[config.mk]
export PLATFORM = sky130hd
export DESIGN_NAME = regptr_autoinc
export DESIGN_NICKNAME = d
export VERILOG_FILES = /design/src/rtl/regptr_pkg.sv /design/src/rtl/regptr_txn.sv /design/src/rtl/regptr_step.sv /design/src/rtl/regptr_ctrl.sv /design/src/rtl/regptr_autoinc.sv
export SDC_FILE = /design/constraint.sdc
export NUM_CORES = 1
export LEC_CHECK = 0
export BUFFER_PORTS_ARGS = -buffer_cell sky130_fd_sc_hd__buf_2
export CAP_MARGIN = 20
export CORE_MARGIN = 2
export CORE_UTILIZATION = 25
export CTS_CLUSTER_SIZE = 25
export DETAILED_ROUTE_END_ITERATION = 8
export GPL_ROUTABILITY_DRIVEN = 0
export SYNTH_ARGS = -nofsm -noshare
export SYNTH_HDL_FRONTEND = slang
export SYNTH_SLANG_ARGS = --single-unit
[constraint.sdc]
create_clock -name clk -period 1.6 [get_ports clk]
set_input_delay 0.24 -clock clk [delete_from_list [all_inputs] [get_ports clk]]
set_output_delay 0.24 -clock clk [all_outputs]
set_load 0.01 [all_outputs]
[src/rtl/regptr_pkg.sv]
package regptr_pkg;

  typedef enum logic [1:0] {
    TXN_IDLE  = 2'd0,
    TXN_CTRL  = 2'd1,
    TXN_DATA  = 2'd2,
    TXN_SWRST = 2'd3
  } txn_t;

  localparam logic [2:0] MODE_ALL   = 3'b100;
  localparam logic [2:0] MODE_IND   = 3'b101;
  localparam logic [2:0] MODE_GRP   = 3'b110;
  localparam logic [2:0] MODE_MIXED = 3'b111;

endpackage

[src/rtl/regptr_txn.sv]
module regptr_txn
  import regptr_pkg::*;
(
  input  logic clk,
  input  logic rst_n,
  input  logic addr_hit,
  input  logic addr_rw,
  input  logic addr_swrst,
  input  logic bus_stop,
  input  logic load_evt,
  input  logic nack_evt,
  output txn_t state
);

  txn_t state_nxt;

  always_comb begin
    state_nxt = state;
    if (addr_hit) begin
      if (addr_swrst)   state_nxt = TXN_SWRST;
      else if (addr_rw) state_nxt = TXN_DATA;
      else              state_nxt = TXN_CTRL;
    end else if (bus_stop || nack_evt) begin
      state_nxt = TXN_IDLE;
    end else if (load_evt) begin
      state_nxt = TXN_DATA;
    end
  end

  always_ff @(posedge clk or negedge rst_n) begin
    if (!rst_n) state <= TXN_IDLE;
    else        state <= state_nxt;
  end

endmodule

[src/rtl/regptr_step.sv]
module regptr_step
  import regptr_pkg::*;
#(
  parameter int PTR_W     = 5,
  parameter int LAST_REG  = 17,
  parameter int IND_FIRST = 2,
  parameter int GRP_FIRST = 10,
  parameter int GRP_LAST  = 11
) (
  input  logic [2:0]       mode,
  input  logic [PTR_W-1:0] ptr,
  output logic [PTR_W-1:0] ptr_nxt
);

  localparam logic [PTR_W-1:0] P_LAST  = PTR_W'(LAST_REG);
  localparam logic [PTR_W-1:0] P_IND   = PTR_W'(IND_FIRST);
  localparam logic [PTR_W-1:0] P_GFST  = PTR_W'(GRP_FIRST);
  localparam logic [PTR_W-1:0] P_GLST  = PTR_W'(GRP_LAST);
  localparam logic [PTR_W-1:0] P_ZERO  = '0;

  // Advance inside [lo..hi]; at or past hi jump back to lo.
  function automatic logic [PTR_W-1:0] wrap_inc(
    input logic [PTR_W-1:0] p,
    input logic [PTR_W-1:0] lo,
    input logic [PTR_W-1:0] hi
  );
    if (p >= hi) return lo;
    return p + 1'b1;
  endfunction

  always_comb begin
    unique case (mode)
      MODE_ALL:   ptr_nxt = wrap_inc(ptr, P_ZERO, P_LAST);
      MODE_IND:   ptr_nxt = wrap_inc(ptr, P_IND,  P_LAST);
      MODE_GRP:   ptr_nxt = wrap_inc(ptr, P_GFST, P_GLST);
      MODE_MIXED: ptr_nxt = wrap_inc(ptr, P_IND,  P_GLST);
      default:    ptr_nxt = ptr;
    endcase
  end

endmodule

[src/rtl/regptr_ctrl.sv]
module regptr_ctrl #(
  parameter int         AI_W      = 3,
  parameter int         PTR_W     = 5,
  parameter logic [7:0] RESET_VAL = 8'h80
) (
  input  logic                  clk,
  input  logic                  rst_n,
  input  logic                  load_evt,
  input  logic                  step_evt,
  input  logic [AI_W+PTR_W-1:0] load_val,
  input  logic [PTR_W-1:0]      ptr_nxt,
  output logic [AI_W+PTR_W-1:0] ctrl_q
);

  localparam int CTRL_W = AI_W + PTR_W;

  always_ff @(posedge clk or negedge rst_n) begin
    if (!rst_n)        ctrl_q <= CTRL_W'(RESET_VAL);
    else if (load_evt) ctrl_q <= load_val;
    else if (step_evt) ctrl_q <= {ctrl_q[CTRL_W-1:PTR_W], ptr_nxt};
  end

endmodule

[src/rtl/regptr_autoinc.sv]
module regptr_autoinc
  import regptr_pkg::*;
#(
  parameter int         AI_W      = 3,
  parameter int         PTR_W     = 5,
  parameter int         LAST_REG  = 17,
  parameter int         IND_FIRST = 2,
  parameter int         GRP_FIRST = 10,
  parameter int         GRP_LAST  = 11,
  parameter logic [7:0] RESET_VAL = 8'h80
) (
  input  logic                  clk,
  input  logic                  rst_n,
  input  logic                  addr_hit,
  input  logic                  addr_rw,
  input  logic                  addr_swrst,
  input  logic                  bus_stop,
  input  logic                  byte_done,
  input  logic [AI_W+PTR_W-1:0] byte_data,
  output logic [AI_W+PTR_W-1:0] ctrl_value,
  output logic [PTR_W-1:0]      reg_ptr,
  output logic                  ctrl_nack
);

  localparam int               CTRL_W = AI_W + PTR_W;
  localparam logic [PTR_W-1:0] P_LAST = PTR_W'(LAST_REG);

  txn_t             txn_state;
  logic             byte_live;
  logic             ptr_bad;
  logic             load_evt;
  logic             step_evt;
  logic             nack_evt;
  logic [PTR_W-1:0] ptr_nxt;

  // Address phase and STOP both outrank a finishing byte.
  assign byte_live = byte_done && !addr_hit && !bus_stop;
  assign ptr_bad   = byte_data[PTR_W-1:0] > P_LAST;
  assign nack_evt  = byte_live && (txn_state == TXN_CTRL) && ptr_bad;
  assign load_evt  = byte_live && (txn_state == TXN_CTRL) && !ptr_bad;
  assign step_evt  = byte_live && (txn_state == TXN_DATA);

  regptr_txn u_txn (
    .clk        (clk),
    .rst_n      (rst_n),
    .addr_hit   (addr_hit),
    .addr_rw    (addr_rw),
    .addr_swrst (addr_swrst),
    .bus_stop   (bus_stop),
    .load_evt   (load_evt),
    .nack_evt   (nack_evt),
    .state      (txn_state)
  );

  regptr_step #(
    .PTR_W     (PTR_W),
    .LAST_REG  (LAST_REG),
    .IND_FIRST (IND_FIRST),
    .GRP_FIRST (GRP_FIRST),
    .GRP_LAST  (GRP_LAST)
  ) u_step (
    .mode    (ctrl_value[CTRL_W-1 -: 3]),
    .ptr     (ctrl_value[PTR_W-1:0]),
    .ptr_nxt (ptr_nxt)
  );

  regptr_ctrl #(
    .AI_W      (AI_W),
    .PTR_W     (PTR_W),
    .RESET_VAL (RESET_VAL)
  ) u_ctrl (
    .clk      (clk),
    .rst_n    (rst_n),
    .load_evt (load_evt),
    .step_evt (step_evt),
    .load_val (byte_data),
    .ptr_nxt  (ptr_nxt),
    .ctrl_q   (ctrl_value)
  );

  assign reg_ptr   = ctrl_value[PTR_W-1:0];
  assign ctrl_nack = nack_evt;

endmodule

# Yosys cells after proc, flatten, opt, wreduce, memory -nomap -nowiden
# Cells that the tools add are included.
dict set report totals {
  ff_bits 10
  input_bits 15
  output_inout_bits 14
  elab_cells 49
}
dict set report classes {
  addsub 1
  order_cmp 3
  eq_ne 6
  n_mux 22
  n_reduce_logical 14
}
# cell n
set op_table {}
lappend op_table {{5-bit 2-to-1 mux} 9}
lappend op_table {{5-bit case mux with 4 select lines} 1}
lappend op_table {{3-bit == test (second input constant)} 4}
lappend op_table {{2-bit 2-to-1 mux} 5}
lappend op_table {{8-bit 2-to-1 mux} 1}
lappend op_table {{1-bit logical AND} 6}
lappend op_table {{1-bit 2-to-1 mux} 6}
lappend op_table {{5-bit by 1-bit adder with 5-bit output (second input constant)} 1}
lappend op_table {{5-bit by 4-bit greater-or-equal comparator with 1-bit output (second input constant)} 1}
lappend op_table {{5-bit greater-or-equal comparator (second input constant)} 1}
lappend op_table {{5-bit > comparator (second input constant)} 1}
lappend op_table {{5-bit nonzero test} 1}
lappend op_table {{1-bit zero test} 3}
lappend op_table {{3-bit nonzero test} 1}
lappend op_table {{2-bit by 1-bit == test with 1-bit output (second input constant)} 1}
lappend op_table {{2-bit == test (second input constant)} 1}
lappend op_table {{2-bit AND reduction} 1}
lappend op_table {{2-bit nonzero test} 1}
lappend op_table {{1-bit logical OR} 1}

# Logic depth before layout (Yosys ltp)
# Gate-level depths: netlist of the first run.
dict set report depth {
  depth_word 8
  mapped_depth 6
  mapped_depth_nobuf 6
}

# Cells and area by module
# From an unflattened synthesis of the first run, not the netlist that was laid out.
dict set report hier_totals {
  cells_unflattened 79
  area_unflattened_um2 760.7
}
# mod n_inst cells_each area_per_inst_um2 seq_area_each_um2
set modules_own_cells {}
lappend modules_own_cells {regptr_ctrl 1 28 347.8 201.4}
lappend modules_own_cells {regptr_step 1 33 231.5 0.0}
lappend modules_own_cells {regptr_txn 1 8 91.3 50.0}
lappend modules_own_cells {regptr_autoinc 1 10 90.1 0.0}

# Worst setup path after synthesis of the first run
# No wires, ideal clock.
dict set report synth_timing {
  path_type {register -> register}
  startpoint {register u_ctrl.ctrl_q[1]}
  endpoint {register u_ctrl.ctrl_q[1]}
  setup_time_ns 0.121
  arrival_time_ns 1.586
  required_ns 1.479
  path_slack_ns -0.107
  path_stages_with_launch 7
  path_buffers 0
  period_less_slack_ns 1.707
  cell_sequence {dfrtp_1 > inv_1 > ha_1 > or3_4 > o311ai_1 > o2111ai_1 > a22o_1}
}
dict set report synth_between {
  elab_chain_len 7
  word_cells_on_any_way 16
  cone_classes {1 x add/sub; 2 x order compare; 13 x mux}
}
# item line
set synth_lines {}
lappend synth_lines {{start, declared} regptr_ctrl.sv:12} ;# output logic [AI_W+PTR_W-1:0] ctrl_q
lappend synth_lines {{start signal, assigned} regptr_ctrl.sv:18} ;# if (!rst_n) ctrl_q <= CTRL_W'(RESET_VAL);
lappend synth_lines {{start signal, assigned} regptr_ctrl.sv:19} ;# else if (load_evt) ctrl_q <= load_val;
lappend synth_lines {{start signal, assigned} regptr_ctrl.sv:20} ;# else if (step_evt) ctrl_q <= {ctrl_q[CTRL_W-1:PTR_W], ptr_nxt};
lappend synth_lines {{5-bit by 4-bit greater-or-equal comparator with 1-bit output or 5-bit greater-or-equal comparator (tied branches)} regptr_step.sv:27} ;# if (p >= hi) return lo;
lappend synth_lines {{1-bit 2-to-1 mux} regptr_step.sv:27}
lappend synth_lines {{1-bit 2-to-1 mux} regptr_step.sv:32} ;# unique case (mode)
lappend synth_lines {{5-bit 2-to-1 mux} regptr_step.sv:28} ;# return p + 1'b1;
lappend synth_lines {{5-bit case mux with 4 select lines *} regptr_step.sv:32}
lappend synth_lines {{5-bit 2-to-1 mux *} regptr_ctrl.sv:20}
lappend synth_lines {{8-bit 2-to-1 mux *} regptr_ctrl.sv:19}
# Mark *: on every way between the ends. The rest lies on a longest branch, timed or not. The select of a mux whose other input is x is not followed.
# A chain may end at the register's enable or synchronous reset.

# Final worst setup path of the first run
dict set report layout_timing {
  startpoint {register u_ctrl.ctrl_q[0]}
  endpoint {register u_ctrl.ctrl_q[1]}
}
# The elaborated chain is that of the path after synthesis.

==> results of run 1 <==
## worst max-delay path: cells and delay by family (launching register included)
| kind | cells | cell delay [ns] |
|---|---|---|
| AO/OA/AOI/OAI | 3 | 0.56 |
| flip-flops | 1 | 0.44 |
| AND/OR/NAND/NOR | 1 | 0.37 |
| adder cells (fa/ha/maj) | 1 | 0.17 |
## worst max-delay path by stage
stage,from,endpoint,slack [ns]
after floorplan,u_ctrl.ctrl_q[0],u_ctrl.ctrl_q[1],-0.06
after global placement,u_ctrl.ctrl_q[0],u_ctrl.ctrl_q[1],-0.01
after detailed placement,u_ctrl.ctrl_q[0],u_ctrl.ctrl_q[1],-0.06
after CTS,u_ctrl.ctrl_q[0],u_ctrl.ctrl_q[1],-0.03
after global routing,u_ctrl.ctrl_q[1],u_ctrl.ctrl_q[1],-0.08
final,u_ctrl.ctrl_q[0],u_ctrl.ctrl_q[1],-0.04
## layout make-up
class	count	area, um^2	share of cell area, %
timing repair buffer	44	266.5	24.20
tap	33	41.29	3.750
sequential	10	254.0	23.07
inverter	2	7.507	0.6818
clock buffer	4	36.28	3.295
multi-input combinational	65	495.5	45.00
## synth_stat cells, drive strengths merged (3+ instances only)
cell / count
nor2: 4
dfrtp: 9
buf: 7
a21oi: 3
nand4: 3
nand2: 12
o21ai: 5
## cell families (layout without fill, tap and decap cells)
group                      Yosys count  after routing  share of synthesized area (%)
muxes                                1              1                          1.297
AOI/OAI and AO/OA                   26             26                          26.42
and+or+nand+nor                     35             35                          27.88
adders and majority gates            2              2                          3.241
DFF                                 10             10                          32.58
xor gates and xnor gates             1              1                          1.135
buffers and inverters               10             50                          7.455
## routing by layer
metal  wire length [um]  global-route usage, %  share of wire (%)
met1                932                  15.24                 43
met2               1107                  23.23                 51
met3                129                  2.838                5.9
met4                 12                  4.444               0.55
met5                  0                      0                  0
## through the flow
stage | TNS [ns] | hold WS (ns) | setup slack (ns) | cells
CTS | -0.07979 | 0.1499 | -0.03094 | 158
finish | -0.04256 | 0.1547 | -0.04256 | 158
floorplan | -0.06196 | -0.05559 | -0.06196 | 85
detailed placement | -0.08500 | 0.1155 | -0.06405 | 153
global route | -0.2814 | 0.1641 | -0.08478 | 158
global placement | -0.01271 | 0.1118 | -0.01017 | 153
## power groups by stage
stage / clock network (W) / registers [W] / logic (W)
global route: 0.000254 / 0.000426 / 0.000793
CTS: 0.000246 / 0.000401 / 0.000685
floorplan: 0 / 0.000433 / 0.000371
global placement: 0 / 0.000401 / 0.000659
detailed placement: 0 / 0.000404 / 0.000669
finish: 0.000239 / 0.000414 / 0.000719
## state kept, by name (all words and copies together) (netlist names)
| signal | cells |
|---|---|
| u_ctrl.ctrl_q | 8 |
| u_txn.state | 2 |
## timing repair
action                     CTS  global route
resized for setup            2             6
hold endpoints to repair     9             0
hold buffers                 1             0
setup endpoints to repair    4             6
pin swaps                    2             7
==> summary.md, run 1 <==
| Metric | Value |
|---|---|
| Global-route wire length before repair | `about 3.4 mm` |
| Die ar. | `3549 um^2` |
| I/O Buffers | `28` |
| Unique masters post-synth | `44` |
| Die height | `59.57 um` |
| Crit path launch type | `flip-flop` |
| CTS tree | `built` |
| Hold Crit Depth | `3` |
| Clock share of power | `17.4%` |
| Internal Power | `0.0008366 W` |
| Post-DP HPWL | `around 1.7 mm` |
| Hold Crit Start | `byte_data[7]` |
| Peak VDD IR | `0.2519 mV` |
| Placement Cell Area | `1018 um^2` |
| Cell breakdown of the critical path | `ha_4 > or3_4 > o311ai_2 > o2111ai_1 > a22o_1` |
| Setup CP Type | `flip-flop to flip-flop` |
| Reg2reg path depth | `5` |
| Worst Skew | `0.005111 ns` |
| EDFF count, synth | `0` |
| Fill cell count | `324` |
| FF-to-FF setup slack | `-0.04 ns` |
| Chip width | `between 50 and 60 um` |
| Cells after Synth | `85` |
| FFs w/ async S/R, synth | `100.0%` |
| Hold Fails Final Rpt | `0` |
| Seq pwr share | `30.2%` |
| Max Freq | `0.6088 GHz` |
| Mapped Area | `772.0 um^2` |
| Routed Antenna Nets | `0` |
| Crit Path Max Fanout | `5` |
| Critical Path End Type | `flip-flop` |
| Initial Util | `between 20% and 30%` |
| Worst-Margin Slew | `0.3670 ns` |
| CP arrival | `1.81 ns` |
| Critical Path RT | `1.77 ns` |
| Crit share post-route | `102.7%` |
| FF-to-FF Start | `u_ctrl.ctrl_q[0]` |
| Power density over cell area | `about 1200 nW/um^2` |
| Io pins | `29` |
| Post-synthesis sequential element count | `10` |
| Clock transition at path regs | `approximately 0.08 ns` |
| Power Total | `0.001372 W` |
| GRT Util Overall | `approximately an eighth` |
| Initial antenna violation count | `0` |
| Hold Path End | `u_ctrl.ctrl_q[7]` |
| Net switching power | `0.0005351 W` |
| H-tree depth reported by CTS | `1` |
| CTS Buf Count | `3` |
| Fin. max-slew vios | `0` |
| Initial DRC Count | `20` |
| Commonest non-fill, non-tap cell in the layout | `buf_2` |
| Site Rows | `20` |
| Max Cap Violations | `0` |
| Slew Limit Headroom | `75.53%` |
| Post-layout util | `a little under two fifths` |
| Clock Sinks | `10` |
| Largest area contributor in the netlist | `dfrtp_1` |
| DRC errors left | `0` |
| Most frequent cells in the layout | `28 x buf_2, 14 x buf_4, 12 x nand2_1` |
| Final Cell Area | `1101 um^2` |
| Synth area leaders | `dfrtp_1 29%, nand2_1 5.8%, buf_4 4.9%, dfstp_2 3.4%, ha_1 3.2%` |
| CTS Buffer Depth | `2` |
| Drt wl/cell | `13.81 um` |
| DR vias/cell | `~5.3` |
| Largest net degree at the start of global routing | `12` |
| CP max stage delay | `0.44 ns` |
| YS warnings | `0` |
| Syn avg cell area | `approximately 9.1 um^2` |
| Violated checks | `setup timing` |
| Top_reg_cell synth | `dfrtp_1` |
| Status | `finished with violations` |
| Worst Slack Setup Final | `-0.04256 ns` |
| Vias in the first global route | `750` |
| Final nets | `about 140` |
| Post CTS Setup Buffer Count | `0` |
| Routed vias | `840` |
| Core Area | `3003 um^2` |
| Worst-Skew Late Latency | `0.27 ns` |
| Register area share after synthesis | `between 30% and 40%` |
| Sw frac | `39.01%` |
| Syn_nets | `102` |
| DRT Pass-1 Iters | `4` |
| HP Class | `input pin to flip-flop` |
| RSZ-0062 raised after global routing | `yes` |
| Share of the synthesized area in the top cell type | `29.17%` |
| Congestion Overflow GR | `0` |
| Antenna fix cells | `0` |
| WL final | `2.182 mm` |
| Tmin final | `1.643 ns` |
| Reg2reg end | `u_ctrl.ctrl_q[1]` |
| Synth-to-Final Area Change | `42.63%` |
| Critical-path top delay cell | `dfrtp_2` |
| Final setup viols | `1` |
| Clk root buf | `clkbuf_4` |
| Comb pwr share | `52.4%` |
| Leak | `0.4942 nW` |
| Share of post-route cells with drive strength above 1 | `47.20%` |
No activity file was read; power rests on OpenSTA's default activity.
==> inputs of run 2 (changes only) <==
--- a/config.mk
+++ b/config.mk
@@ -8,10 +8,11 @@
 export BUFFER_PORTS_ARGS = -buffer_cell sky130_fd_sc_hd__buf_2
 export CAP_MARGIN = 20
 export CORE_MARGIN = 2
-export CORE_UTILIZATION = 25
+export CORE_UTILIZATION = 43
 export CTS_CLUSTER_SIZE = 25
 export DETAILED_ROUTE_END_ITERATION = 8
 export GPL_ROUTABILITY_DRIVEN = 0
+export PLACE_DENSITY = 0.74
 export SYNTH_ARGS = -nofsm -noshare
 export SYNTH_HDL_FRONTEND = slang
 export SYNTH_SLANG_ARGS = --single-unit
==> constraint.sdc (replaced) <==
create_clock -name clk -period 1.6 [get_ports clk]
set_input_delay 0.24 -clock clk [delete_from_list [all_inputs] [get_ports clk]]
set_output_delay 0.24 -clock clk [all_outputs]
set_load 0.05 [all_outputs]
==> summary.md, run 2 (synthesis results as in run 1) <==
| Metric | Value |
|---|---|
| Status | `finished with violations (unchanged)` |
| Violated checks | `setup timing (unchanged)` |
| Chip width | `46.37 um (was 59.57 um)` |
| Critical Path RT | `1.77 ns (about the same)` |
| Worst Slack Setup Final | `-0.05515 ns (was -0.04256 ns)` |
| Crit Path Max Fanout | `5 (unchanged)` |
| Post-layout util | `62.42% (was 36.67%)` |
| Core Area | `1708 um^2 (was 3003 um^2)` |
| Initial DRC Count | `29 (was 20)` |
| Io pins | `29 (unchanged)` |
| RSZ-0062 raised after global routing | `yes (unchanged)` |
| Fill cell count | `161 (was 324)` |
| Footprint of the multi-input gates | `501.7 um^2 (was 495.5 um^2)` |
| Site Rows | `15 (was 20)` |
| Hold Crit Depth | `3 (unchanged)` |
| H-tree depth reported by CTS | `1 (unchanged)` |
| Crit path launch type | `flip-flop (unchanged)` |
| I/O Buffers | `28 (unchanged)` |
| Leak | `0.4714 nW (was 0.4942 nW)` |
| Final Cell Area | `1066 um^2 (was 1101 um^2)` |
| Worst-Skew Late Latency | `0.28 ns (was 0.27 ns)` |
| Routed vias | `862 (was 840)` |
| Hold Crit Start | `byte_data[5] (was byte_data[7])` |
| Critical Path End Type | `flip-flop (unchanged)` |
| Hold Fails Final Rpt | `0 (unchanged)` |
| DR vias/cell | `5.945 (was 5.316)` |
| Post-DP HPWL | `1.556 mm (was 1.654 mm)` |
| Reg2reg end | `u_ctrl.ctrl_q[1] (unchanged)` |
| Clock Sinks | `10 (unchanged)` |
| Cell breakdown of the critical path | `ha_2 > or3_4 > o311ai_4 > o2111ai_1 > a22o_1 (was ha_4 > or3_4 > o311ai_2 > o2111ai_1 > a22o_1)` |
| Placed cells | `139 (was 153)` |
| Drt wl/cell | `14.83 um (was 13.81 um)` |
| Top reg by flops | `u_ctrl.ctrl_q (unchanged)` |
| Slew Limit Headroom | `74.12% (was 75.53%)` |
| Largest registers | `u_ctrl.ctrl_q x8, u_txn.state x2 (unchanged)` |
| DRC errors left | `0 (unchanged)` |
| HP Class | `input pin to flip-flop (unchanged)` |
| Most frequent cells in the layout | `27 x buf_2, 12 x nand2_1, 10 x buf_4 (was 28 x buf_2, 14 x buf_4, 12 x nand2_1)` |
| CTS Buffer Depth | `2 (unchanged)` |
| Placement Cell Area | `974.7 um^2 (was 1018 um^2)` |
| Non-filler cells, final | `145 (was 158)` |
| Setup CP Type | `flip-flop to flip-flop (unchanged)` |
| Power density over cell area | `1513 nW/um^2 (was 1246 nW/um^2)` |
| CP max stage delay | `0.43 ns (was 0.44 ns)` |
| CP arrival | `1.83 ns (was 1.81 ns)` |
| Initial antenna violation count | `0 (unchanged)` |
| Routed Antenna Nets | `0 (unchanged)` |
| Critical-path top delay cell | `dfrtp_2 (unchanged)` |
| FF-to-FF setup slack | `-0.06 ns (was -0.04 ns)` |
| Max Cap Violations | `0 (unchanged)` |
| Worst Skew | `0.002927 ns (was 0.005111 ns)` |
| WL final | `2.150 mm (was 2.182 mm)` |
| Seq. cell area | `257.7 um^2 (was 254.0 um^2)` |
| Die height | `46.37 um (was 59.57 um)` |
| Die ar. | `2150 um^2 (was 3549 um^2)` |
| Share of post-route cells with drive strength above 1 | `46.67% (was 47.20%)` |
| Peak VDD IR | `0.7143 mV (was 0.2519 mV)` |
| Buf/Inv on CP | `0 (unchanged)` |
| FF-to-FF Start | `u_ctrl.ctrl_q[0] (unchanged)` |
| CTS tree | `built (unchanged)` |
| Reg2reg path depth | `5 (unchanged)` |
| Commonest non-fill, non-tap cell in the layout | `buf_2 (unchanged)` |
| Congestion Overflow GR | `0 (unchanged)` |
| Initial Util | `45.20% (was 25.71%)` |
| CTS Buf Count | `3 (unchanged)` |
| Vias in the first global route | `743 (was 750)` |
| CP delay by family, top | `compound AO/OA/AOI/OAI gates (unchanged)` |
| Clock transition at path regs | `0.08 ns (about the same)` |
| DRT Pass-1 Iters | `5 (was 4)` |
| Final nets | `138 (was 143)` |
| Final setup viols | `2 (was 1)` |
| GRT Util Overall | `21.17% (was 13.01%)` |
| Crit share post-route | `103.4% (was 102.7%)` |
| Hold slack | `0.1435 ns (was 0.1547 ns)` |
| Largest register FFs | `8 (unchanged)` |
| Antenna fix cells | `0 (unchanged)` |
| Worst-Margin Slew | `0.3882 ns (was 0.3670 ns)` |
| Synth-to-Final Area Change | `38.09% (was 42.63%)` |
| Global-route wire length before repair | `3.167 mm (was 3.401 mm)` |
| Setup TNS | `-0.09321 ns (was -0.04256 ns)` |
| Tmin final | `1.655 ns (was 1.643 ns)` |
| Hold Path End | `u_ctrl.ctrl_q[5] (was u_ctrl.ctrl_q[7])` |
| Largest net degree at the start of global routing | `13 (was 12)` |
| Fin. max-slew vios | `0 (unchanged)` |
| Max Freq | `0.6042 GHz (was 0.6088 GHz)` |
| Clk root buf | `clkbuf_4 (unchanged)` |
run 2: changes by cell type in the layout (fill, tap and decap cells not counted):
cell	change
buf_4	-4
nor4_4	+1
buf_2	-1
nor4_2	-1
dfrtp_2	+3
ha_4	-1
o311ai_2	-1
dfrtp_1	-3
o311ai_4	+1
ha_1	+1
run 2: layout make-up:
class / count / share of cell area (%)
well taps: 25 / 2.934
repair buffers: 39 / 21.71
flip-flops and latches: 10 / 24.18
inverters: 2 / 0.7042
clock buffers: 4 / 3.404
multi-input cells: 65 / 47.07
run 2: where the power goes:
group / total, W / switching (W) / internal (W)
Sequential: 0.000433 / 0.000109 / 0.000324
Clock: 0.000246 / 0.000108 / 0.000139
Combinational: 0.000934 / 0.000609 / 0.000324
Total: 0.00161 / 0.000826 / 0.000787
run 2: worst max path at each step:
stage / start / cells past startpoint / endpoint / slack [ns]
4_1_cts: u_ctrl.ctrl_q[0] / 5 / u_ctrl.ctrl_q[1] / -0.04
2_1_floorplan: u_ctrl.ctrl_q[1] / 6 / u_ctrl.ctrl_q[1] / -0.17
6_report: u_ctrl.ctrl_q[0] / 5 / u_ctrl.ctrl_q[1] / -0.06
3_3_place_gp: u_ctrl.ctrl_q[0] / 5 / u_ctrl.ctrl_q[1] / -0.01
3_5_place_dp: u_ctrl.ctrl_q[0] / 5 / u_ctrl.ctrl_q[1] / -0.05
5_1_grt: u_ctrl.ctrl_q[1] / 6 / u_ctrl.ctrl_q[3] / -0.10
run 2: worst min-delay path, cell delays in order:
cell and delay (ns):
buf_2 0.07, nand2_1 0.04, nand2_1 0.04
run 2: through the flow:
step / setup WS, ns / power, W
after floorplan: -0.1700 / 0.001108
after global placement: -0.01154 / 0.001303
after detailed placement: -0.04937 / 0.001322
after CTS: -0.04472 / 0.001579
after global routing: -0.1025 / 0.001704
final: -0.05515 / 0.001613
run 2: timing repair:
| action | 4_1_cts | 5_1_grt |
|---|---|---|
| hold buffers | 1 | 0 |
| setup buffers | 0 | 1 |
| gates cloned | 0 | 0 |
| endpoints found under the setup margin | 5 | 6 |
| endpoints found under the hold margin | 9 | 0 |
| resized for setup | 2 | 5 |
| pin swaps | 1 | 1 |
run 2: layer usage:
layer  vias to the layer above  share of wire [%]  track usage (%)
met3                         6                8.4            5.098
li1                        393                  -                -
met1                       411                 40            23.70
met5                         -                  0                0
met2                        52                 50            37.22
met4                         0                1.8            9.714
